### src/rtl/phy_mgmt_pkg.sv
package phy_mgmt_pkg;

  localparam int DATA_W  = 16;
  localparam int FIELD_W = 8;

  typedef struct packed {
    logic [FIELD_W-1:0] phy;
    logic [FIELD_W-1:0] regno;
  } mgmt_target_t;

  localparam logic [FIELD_W-1:0] RN_CTRL    = 8'd0;
  localparam logic [FIELD_W-1:0] RN_STAT    = 8'd1;
  localparam logic [FIELD_W-1:0] RN_ID_HI   = 8'd2;
  localparam logic [FIELD_W-1:0] RN_ID_LO   = 8'd3;
  localparam logic [FIELD_W-1:0] RN_ADV     = 8'd4;
  localparam logic [FIELD_W-1:0] RN_PARTNER = 8'd5;

  // control word fields
  localparam int CB_SOFT_RST = 15;
  localparam int CB_SPEED100 = 13;
  localparam int CB_AN_EN    = 12;
  localparam int CB_FULL_DPX = 8;

  // status word fields
  localparam int SB_100_FD  = 14;
  localparam int SB_100_HD  = 13;
  localparam int SB_10_FD   = 12;
  localparam int SB_10_HD   = 11;
  localparam int SB_PRE_SUP = 6;
  localparam int SB_AN_DONE = 5;
  localparam int SB_AN_ABLE = 3;
  localparam int SB_LINK    = 2;

  // ability word fields (advertisement and partner)
  localparam int AB_100_FD = 8;
  localparam int AB_100_HD = 7;
  localparam int AB_10_FD  = 6;
  localparam int AB_10_HD  = 5;
  localparam int AB_CSMA   = 0;

  function automatic logic [DATA_W-1:0] ctrl_default();
    logic [DATA_W-1:0] w;
    w = '0;
    w[CB_SPEED100] = 1'b1;
    w[CB_AN_EN]    = 1'b1;
    w[CB_FULL_DPX] = 1'b1;
    return w;
  endfunction

  function automatic logic [DATA_W-1:0] adv_default();
    logic [DATA_W-1:0] w;
    w = '0;
    w[AB_100_FD] = 1'b1;
    w[AB_100_HD] = 1'b1;
    w[AB_10_FD]  = 1'b1;
    w[AB_10_HD]  = 1'b1;
    w[AB_CSMA]   = 1'b1;
    return w;
  endfunction

  function automatic logic [DATA_W-1:0] stat_for(input logic up);
    logic [DATA_W-1:0] w;
    w = '0;
    w[SB_100_FD]  = 1'b1;
    w[SB_100_HD]  = 1'b1;
    w[SB_10_FD]   = 1'b1;
    w[SB_10_HD]   = 1'b1;
    w[SB_PRE_SUP] = 1'b1;
    w[SB_AN_ABLE] = 1'b1;
    w[SB_AN_DONE] = up;
    w[SB_LINK]    = up;
    return w;
  endfunction

  function automatic logic [DATA_W-1:0] partner_for(input logic up);
    logic [DATA_W-1:0] w;
    w = '0;
    w[AB_100_HD] = 1'b1;
    w[AB_100_FD] = up;
    w[AB_10_FD]  = up;
    w[AB_10_HD]  = up;
    return w;
  endfunction

endpackage

### src/rtl/mgmt_host_port.sv
module mgmt_host_port
  import phy_mgmt_pkg::*;
#(
  parameter int                    PHY_ADDR_W = 5,
  parameter logic [PHY_ADDR_W-1:0] PHY_ADDR   = '0
) (
  input  logic              clk,
  input  logic              rst_n,
  input  logic              req_valid,
  output logic              req_ready,
  input  logic              req_write,
  input  logic              req_sel,
  input  logic [DATA_W-1:0] req_wdata,
  output logic              rsp_valid,
  input  logic              rsp_ready,
  output logic [DATA_W-1:0] rsp_rdata,
  input  logic [DATA_W-1:0] rd_value,
  output mgmt_target_t      tgt,
  output logic              addr_hit,
  output logic              mg_wr_en,
  output logic [DATA_W-1:0] mg_wdata
);

  localparam int PAD_W = FIELD_W - PHY_ADDR_W;
  localparam logic [FIELD_W-1:0] OWN_ADDR = {{PAD_W{1'b0}}, PHY_ADDR};

  logic accept;

  assign req_ready = !rsp_valid;
  assign accept    = req_valid && req_ready;
  assign addr_hit  = (tgt.phy == OWN_ADDR);
  assign mg_wr_en  = accept && req_write && req_sel && addr_hit;
  assign mg_wdata  = req_wdata;

  always_ff @(posedge clk or negedge rst_n) begin
    if (!rst_n) begin
      tgt       <= '0;
      rsp_valid <= 1'b0;
      rsp_rdata <= '0;
    end else begin
      if (accept && req_write && !req_sel) begin
        tgt <= mgmt_target_t'(req_wdata);
      end
      if (accept && !req_write) begin
        rsp_valid <= 1'b1;
        rsp_rdata <= req_sel ? rd_value : DATA_W'(tgt);
      end else if (rsp_valid && rsp_ready) begin
        rsp_valid <= 1'b0;
      end
    end
  end

  AST_RSP_HOLD: assert property (@(posedge clk) disable iff (!rst_n)
    rsp_valid && !rsp_ready |=> rsp_valid && $stable(rsp_rdata));

  AST_RSP_FROM_READ: assert property (@(posedge clk) disable iff (!rst_n)
    $rose(rsp_valid) |-> $past(req_valid && !req_write));

endmodule

### src/rtl/phy_reg_bank.sv
module phy_reg_bank
  import phy_mgmt_pkg::*;
(
  input  logic               clk,
  input  logic               rst_n,
  input  logic               link_up,
  input  logic               wr_en,
  input  logic [FIELD_W-1:0] wr_reg,
  input  logic [DATA_W-1:0]  wr_data,
  output logic [DATA_W-1:0]  ctrl,
  output logic [DATA_W-1:0]  stat,
  output logic [DATA_W-1:0]  adv,
  output logic [DATA_W-1:0]  partner
);

  logic link_q;
  logic wr_ctrl, wr_adv, soft_rst;

  assign wr_ctrl  = wr_en && (wr_reg == RN_CTRL);
  assign wr_adv   = wr_en && (wr_reg == RN_ADV);
  assign soft_rst = wr_ctrl && wr_data[CB_SOFT_RST];

  assign stat    = stat_for(link_q);
  assign partner = partner_for(link_q);

  always_ff @(posedge clk or negedge rst_n) begin
    if (!rst_n) begin
      ctrl   <= ctrl_default();
      adv    <= adv_default();
      link_q <= 1'b0;
    end else begin
      link_q <= link_up;
      if (soft_rst) begin
        ctrl <= ctrl_default();
        adv  <= adv_default();
      end else begin
        if (wr_ctrl) ctrl <= wr_data;
        if (wr_adv)  adv  <= wr_data;
      end
    end
  end

  AST_LINK_UP_BITS: assert property (@(posedge clk) disable iff (!rst_n)
    $rose(link_up) |=> stat[SB_LINK] && stat[SB_AN_DONE] && partner == 16'h01E0);

  AST_LINK_DOWN_BITS: assert property (@(posedge clk) disable iff (!rst_n)
    $fell(link_up) |=> !stat[SB_LINK] && !stat[SB_AN_DONE] && partner == 16'h0080);

  AST_SOFT_RESET_DEFAULTS: assert property (@(posedge clk) disable iff (!rst_n)
    wr_en && wr_reg == 8'd0 && wr_data[15] |=> ctrl == 16'h3100 && adv == 16'h01E1);

  AST_STATUS_CAPS_FIXED: assert property (@(posedge clk) disable iff (!rst_n)
    (stat & 16'hFFDB) == 16'h7848);

endmodule

### src/rtl/mgmt_read_mux.sv
module mgmt_read_mux
  import phy_mgmt_pkg::*;
#(
  parameter logic [DATA_W-1:0] ID_HI = 16'h0A1C,
  parameter logic [DATA_W-1:0] ID_LO = 16'h3E40
) (
  input  logic               addr_hit,
  input  logic [FIELD_W-1:0] regno,
  input  logic [DATA_W-1:0]  ctrl,
  input  logic [DATA_W-1:0]  stat,
  input  logic [DATA_W-1:0]  adv,
  input  logic [DATA_W-1:0]  partner,
  output logic [DATA_W-1:0]  rd_value
);

  logic [DATA_W-1:0] local_word;

  always_comb begin
    unique case (regno)
      RN_CTRL:    local_word = ctrl;
      RN_STAT:    local_word = stat;
      RN_ID_HI:   local_word = ID_HI;
      RN_ID_LO:   local_word = ID_LO;
      RN_ADV:     local_word = adv;
      RN_PARTNER: local_word = partner;
      default:    local_word = '0;
    endcase
  end

  assign rd_value = addr_hit ? local_word : '1;

endmodule

### src/rtl/phy_mgmt_regfile.sv
module phy_mgmt_regfile
  import phy_mgmt_pkg::*;
#(
  parameter int                    PHY_ADDR_W = 5,
  parameter logic [PHY_ADDR_W-1:0] PHY_ADDR   = '0,
  parameter logic [15:0]           ID_HI      = 16'h0A1C,
  parameter logic [15:0]           ID_LO      = 16'h3E40
) (
  input  logic        clk,
  input  logic        rst_n,
  input  logic        link_up,
  input  logic        req_valid,
  output logic        req_ready,
  input  logic        req_write,
  input  logic        req_sel,
  input  logic [15:0] req_wdata,
  output logic        rsp_valid,
  input  logic        rsp_ready,
  output logic [15:0] rsp_rdata
);

  mgmt_target_t      tgt;
  logic              addr_hit;
  logic              mg_wr_en;
  logic [DATA_W-1:0] mg_wdata;
  logic [DATA_W-1:0] rd_value;
  logic [DATA_W-1:0] ctrl, stat, adv, partner;

  mgmt_host_port #(.PHY_ADDR_W(PHY_ADDR_W), .PHY_ADDR(PHY_ADDR)) u_port (
    .clk       (clk),
    .rst_n     (rst_n),
    .req_valid (req_valid),
    .req_ready (req_ready),
    .req_write (req_write),
    .req_sel   (req_sel),
    .req_wdata (req_wdata),
    .rsp_valid (rsp_valid),
    .rsp_ready (rsp_ready),
    .rsp_rdata (rsp_rdata),
    .rd_value  (rd_value),
    .tgt       (tgt),
    .addr_hit  (addr_hit),
    .mg_wr_en  (mg_wr_en),
    .mg_wdata  (mg_wdata)
  );

  phy_reg_bank u_bank (
    .clk     (clk),
    .rst_n   (rst_n),
    .link_up (link_up),
    .wr_en   (mg_wr_en),
    .wr_reg  (tgt.regno),
    .wr_data (mg_wdata),
    .ctrl    (ctrl),
    .stat    (stat),
    .adv     (adv),
    .partner (partner)
  );

  mgmt_read_mux #(.ID_HI(ID_HI), .ID_LO(ID_LO)) u_mux (
    .addr_hit (addr_hit),
    .regno    (tgt.regno),
    .ctrl     (ctrl),
    .stat     (stat),
    .adv      (adv),
    .partner  (partner),
    .rd_value (rd_value)
  );

  AST_FOREIGN_READ_ONES: assert property (@(posedge clk) disable iff (!rst_n)
    req_valid && req_ready && !req_write && req_sel && !addr_hit |=> rsp_rdata == 16'hFFFF);

endmodule

### config.mk
export PLATFORM = sky130hd
export DESIGN_NAME = phy_mgmt_regfile
export DESIGN_NICKNAME = d
export VERILOG_FILES = /design/src/rtl/phy_mgmt_pkg.sv /design/src/rtl/mgmt_host_port.sv /design/src/rtl/phy_reg_bank.sv /design/src/rtl/mgmt_read_mux.sv /design/src/rtl/phy_mgmt_regfile.sv
export SDC_FILE = /design/constraint.sdc
export NUM_CORES = 1
export LEC_CHECK = 0
export BUFFER_PORTS_ARGS = -buffer_cell sky130_fd_sc_hd__buf_2
export CAP_MARGIN = 40
export CORE_MARGIN = 2
export CORE_UTILIZATION = 55
export CTS_BUF_LIST = sky130_fd_sc_hd__clkbuf_8 sky130_fd_sc_hd__clkbuf_16
export CTS_CLUSTER_SIZE = 20
export DETAILED_ROUTE_END_ITERATION = 8
export HOLD_SLACK_MARGIN = 0.02
export PLACE_DENSITY_LB_ADDON = 0.12
export SYNTH_ARGS = -nofsm -noshare
export SYNTH_HDL_FRONTEND = slang
export SYNTH_SLANG_ARGS = --single-unit
### constraint.sdc
create_clock -name clk -period 2.3 [get_ports clk]
set_input_delay 0.345 -clock clk [delete_from_list [all_inputs] [get_ports clk]]
set_output_delay 0.345 -clock clk [all_outputs]
set_load 0.01 [all_outputs]
# Word-level counts from Yosys, hierarchy flattened
# Index checks and enable logic that the tools add are counted.
[op_classes] eq_ne=5 n_mux=9 n_reduce_logical=18
[op_table] operator="16-bit 2-to-1 mux" count=6
[op_table] operator="16-bit one-hot mux with 6 select lines" count=1
[op_table] operator="8-bit by 2-bit == test with 1-bit output, second input constant" count=2
[op_table] operator="8-bit by 3-bit == test with 1-bit output, second input constant" count=2
[op_table] operator="8-bit logical NOT" count=2
[op_table] operator="1-bit logical AND" count=10
[op_table] operator="8-bit by 1-bit == test with 1-bit output, second input constant" count=1
[op_table] operator="2-bit nonzero test" count=3
[op_table] operator="1-bit logical NOT" count=3
[op_table] operator="1-bit 2-to-1 mux" count=2
[totals] regBits=66 in_bits=23 out_inout_bits=18 elab_cells=39

# Longest topological paths before layout
[depth] ltp_word=8 ltp_mapped=7 mapped_depth_nobuf=4

# Hierarchy
# From an unflattened synthesis, not the netlist that was laid out.
[hier_totals] cells_unflattened=323 hier_area_um2=4022.6
[by_module_without_submodules] mod="mgmt_host_port" n_inst=1 cells_each=111 area_each_um2=1666.6 seq_area_each_um2=825.8
[by_module_without_submodules] mod="phy_reg_bank" n_inst=1 cells_each=131 area_each_um2=1641.6 seq_area_each_um2=835.8
[by_module_without_submodules] mod="mgmt_read_mux" n_inst=1 cells_each=81 area_each_um2=714.4 seq_area_each_um2=0.0

# Least setup slack after synthesis
# OpenSTA, ideal clock, no wires.
[synth_path] path_type="flip-flop to flip-flop" from="register, netlist name u_port.tgt[10]" to="register u_bank.ctrl[10]" setup_ps=127 arrival_ps=1758 required_time_ps=2173 slack_ps=415 stages_incl_launch_ff=6 path_buffers=1 period_less_slack_ps=1885 cell_sequence="dfrtp_1 nor4_4 nand4_4 nor3_4 buf_6 mux2_1"
[synth_via] elab_chain_cells=5 elab_cells_between_ends=6 cone_classes="1 x mux; 5 x reduce/logical"
[synth_lines] element="8-bit logical NOT *" line="mgmt_host_port.sv:31" source="assign addr_hit = (tgt.phy == OWN_ADDR);"
[synth_lines] element="1-bit logical AND *" line="mgmt_host_port.sv:32" source="assign mg_wr_en = accept && req_write && req_sel && addr_hit;"
[synth_lines] element="1-bit logical AND *" line="phy_reg_bank.sv:19" source="assign wr_ctrl = wr_en && (wr_reg == RN_CTRL);"
[synth_lines] element="1-bit logical AND" line="phy_reg_bank.sv:21" source="assign soft_rst = wr_ctrl && wr_data[CB_SOFT_RST];"
[synth_lines] element="16-bit 2-to-1 mux / 2-bit nonzero test (equally long branches)"
[synth_lines] element="end signal, assigned" line="phy_reg_bank.sv:28" source="ctrl <= ctrl_default();"
[synth_lines] element="end signal, assigned" line="phy_reg_bank.sv:34" source="ctrl <= ctrl_default();"
[synth_lines] element="end signal, assigned" line="phy_reg_bank.sv:37" source="if (wr_ctrl) ctrl <= wr_data;"
[synth_lines] element="end, declared" line="phy_reg_bank.sv:10" source="output logic [DATA_W-1:0] ctrl,"
# Every way passes the cells marked *; elsewhere a longest branch is shown, timed or not.
# A chain may end at the register's enable or synchronous reset.

# Final worst setup path
[layout_path] from="register, netlist name u_port.tgt[5]" to="register u_bank.ctrl[2]"
[layout_via] elab_chain_cells=4 elab_cells_between_ends=5 cone_classes="1 x mux; 4 x reduce/logical"
[layout_lines] element="8-bit logical NOT *" line="phy_reg_bank.sv:19"
[layout_lines] element="1-bit logical AND *" line="phy_reg_bank.sv:19"
[layout_lines] element="1-bit logical AND" line="phy_reg_bank.sv:21"
[layout_lines] element="16-bit 2-to-1 mux / 2-bit nonzero test (equally long branches)"
# Marks and branches as above.

==> results.md <==
- Dpl ws: approximately 0.41 ns
- CTS clk-pin slew, worst paths: 0.07 ns
- Endpoints failing setup: 0
- Post-DP HPWL: 5640 um
- Yosys Warn Count: 0
- Seq cells post-synth: 66
- Final min period: about 1.9 ns
- CP Launch Point: u_port.tgt[5]
- Worst path buffer plus inverter count: 2
- RSZ-0062 raised after global routing: no
- CTS tree: built
- I/O Buffers: 40
- DR vias/cell: 5.80
- Worst reg2reg path endpoint: u_bank.ctrl[2]
- Post-CTS sizing: 0
- Main area contributors after synthesis: dfrtp_1 45%, mux2_2 8.7%, dfstp_2 6.5%, nor2_1 5.3%, a21o_1 3.2%
- GRT overflow: 0
- Clk root buf: clkbuf_8
- Cell count after synthesis: ~310
- Die H: 80.9 um
- Relative slew slack: 0.659
- CP Depth: 6
- Setup Skew: approximately 0.01 ns
- R2r setup slk: slightly below 0.4 ns
- Worst-path maximum fanout: 16
- Htree depth: 3
- Layout cell share with drive strength beyond 1: 0.302
- Pwr per Cell Area: 813 mW/mm^2
- Peak supply drop: 458 uV
- Largest net degree at the start of global routing: 35
- Diodes inserted: 0
- Row cnt: 27
- Die W: about 81 um
- Syn nets: 336
- Mean area per synthesized cell: ~10 um^2
- I/O pin cnt: between 40 and 50
- Worst Path Arrival: 2.14 ns
- Hold Vio Cnt, Final: 0
- CP peak stage delay: 0.40 ns
- R2R Path Start: u_port.tgt[5]
- Yosys top cell area share: 0.446
- Area of the core: around 0.0056 mm^2
- Kind of critical path: flip-flop to flip-flop
- Number of DRC markers in iteration 0: about 180
- Slew Viols, Final: 0
- Worst Setup Start Kind: flip-flop
- CP required: 2.52 ns
- Routed WL: between 7000 and 8000 um
- R2r worst-path depth: 6
- Worst slew pin tran: ~0.5 ns
- Crit-path cells: buf_4 -> nor4_1 -> nand2_1 -> nor3_4 -> buf_12 -> mux2_2
- Worst hold-check path type: primary input to flip-flop
- MaxCap Viol Count: 0
- Sum Neg Setup Slack: 0 ns
- Nets@finish: approximately 390
- Unique masters post-synth: 44
- Fmax: roughly 520 MHz
- Pre-antenna DRT Iters: 5
- # DRC: 0
- Pleak: roughly 1.9 nW
- Total GRT Usage: 0.272
- RD Place Congestion: ~0.93
- Crit-path leading delay family: simple AND/OR/NAND/NOR gates
- Via count: between 2,000 and 3,000
- First-pass GRT wire length: about 13,000 um
- Antenna violations before repair: 0
- Setup ws final: 0.384 ns
- CTS sink count: 66
- CP Capture Type: flip-flop
- Final Cycle Share: 0.833
- Final ANT Viol Nets: 0
- CTS buffer count: 9
- Status: finished, final reports clean
- Synthesized area: about 0.0033 mm^2
- Slowest stage cell, crit path: dfrtp_1
- Clock buffer depth: 2
- Dominant cell type by area after synthesis: dfrtp_1
- Worst setup path endpoint: u_bank.ctrl[2]
- Register area share after synthesis: 0.511
- Area Overhead vs Synth: 17.2%
- Initial core utilization: 0.580
- Wire per inst: roughly 18 um
- Worst skew pair latency: approximately 0.34 ns
- DIE AREA: roughly 0.0065 mm^2
- Number of global-route vias before repair: between 2,000 and 3,000
==> worst reg2reg max path, cell delays in order, from the launching register on <==
cell and delay, ns:
dfrtp_1 0.40, buf_4 0.15, nor4_1 0.30, nand2_1 0.18, nor3_4 0.22, buf_12 0.18, mux2_2 0.36
==> per-stage QoR <==
stage	hold WS (ns)	area, um^2	cells	total power (W)	util
after floorplan	0.0494	3250	313	0.00185	-
after global placement	0.343	3600	422	0.00213	0.642
after detailed placement	0.339	3600	422	0.00214	0.642
after CTS	0.0922	3810	439	0.00311	0.679
after global routing	0.102	3810	439	0.00324	0.679
final	0.103	3810	439	0.00310	0.679
==> how the worst min path moves through the flow <==
stage	cells past startpoint	slack, ns	from	end
3_3_place_gp	1	0.34	rst_n	u_bank.adv[1]
2_1_floorplan	0	0.05	rst_n	u_bank.adv[10]
3_5_place_dp	1	0.34	rst_n	u_bank.adv[1]
6_report	1	0.10	link_up	u_bank.link_q
5_1_grt	1	0.10	link_up	u_bank.link_q
4_1_cts	1	0.09	link_up	u_bank.link_q
==> timing repair <==
item / CTS / global route
setup endpoints to repair: 0 / 0
endpoints found under the hold margin: 21 / 0
setup buffers: 0 / 0
hold buffers: 1 / 0
==> Yosys cell counts <==
cell type and n:
dfstp_2 8, nor2b_1 8, a211oi_1 6, a221oi_1 7
o2bb2ai_1 3, o211ai_1 1, a21oi_1 13, mux2_1 6
o22ai_1 1, nor3_2 3, or4_1 1, a21o_1 14
nor4_4 1, nand3b_1 1, a32o_1 1, nor3_1 17
buf_1 1, and3b_1 1, and2b_1 1, nor2_1 46
inv_1 21, a41oi_1 1, nor3b_2 1, or2_2 1
nand4_1 2, nand3_1 2, o21bai_1 1, nand2b_1 1
a31oi_1 2, nor4_1 2, nor3b_1 3, and4_1 1
buf_6 2, buf_2 4, nor3_4 1, o31ai_1 1
mux2_2 25, mux2i_1 8, o21ai_0 11, or4_4 1
clkbuf_1 12, dfrtp_1 58, nand2_1 11, nand4_4 1
==> cell families after synthesis <==
logic type,count (synthesis),share of synthesized area
multiplexers,39,0.132
flip-flops,66,0.511
AO/OA/AOI/OAI,62,0.129
AND/OR/NAND/NOR,106,0.176
buffers and inverters,40,0.0523
==> routing by layer <==
layer	wire length [um]	track usage	vias up
met5	0	0	-
met1	3520	0.377	1228
li1	-	-	1199
met3	540	0.0500	18
met4	201	0.127	0
met2	3640	0.418	102
==> cells in the final DEF, fill, tap and decap left out, types with 6 or more instances in the layout <==
cell type / Yosys / final
mux2i_1: 8 / 8
clkbuf_8: 0 / 11
nor2_1: 46 / 46
a21oi_1: 13 / 13
a211oi_1: 6 / 6
o21ai_0: 11 / 11
mux2_2: 25 / 25
a21o_1: 14 / 14
mux2_1: 6 / 6
nor2b_1: 8 / 8
dfrtp_1: 58 / 58
nor3_1: 17 / 17
inv_1: 21 / 24
buf_2: 4 / 40
nand2_1: 11 / 11
buf_4: 0 / 14
dfstp_2: 8 / 8
a221oi_1: 7 / 7
==> flip-flops by register name, indices dropped and copies added, names as in the netlist <==
signal	cells
u_bank.adv	16
u_bank.ctrl	16
u_port.rsp_rdata	16
u_port.tgt	16
u_bank.link_q	1
u_port.rsp_valid	1
==> power breakdown <==
group          internal, W  total, W  switching, W
clock network     0.000547  0.000973      0.000426
logic             0.000304  0.000659      0.000356
registers          0.00131   0.00147      0.000159
==> layout make-up <==
| type | instances | area (um^2) |
|---|---|---|
| Clock buffer | 11 | 151 |
| Clock inverter | 5 | 46.3 |
| Timing Repair Buffer | 57 | 355 |
| Inverter | 21 | 78.8 |
| Tap cell | 72 | 90.1 |
| Multi-Input combinational cell | 207 | 1430 |
| Sequential cell | 66 | 1660 |
| Fill cell | 460 | 1800 |
Power figures use the tool's default switching activity.
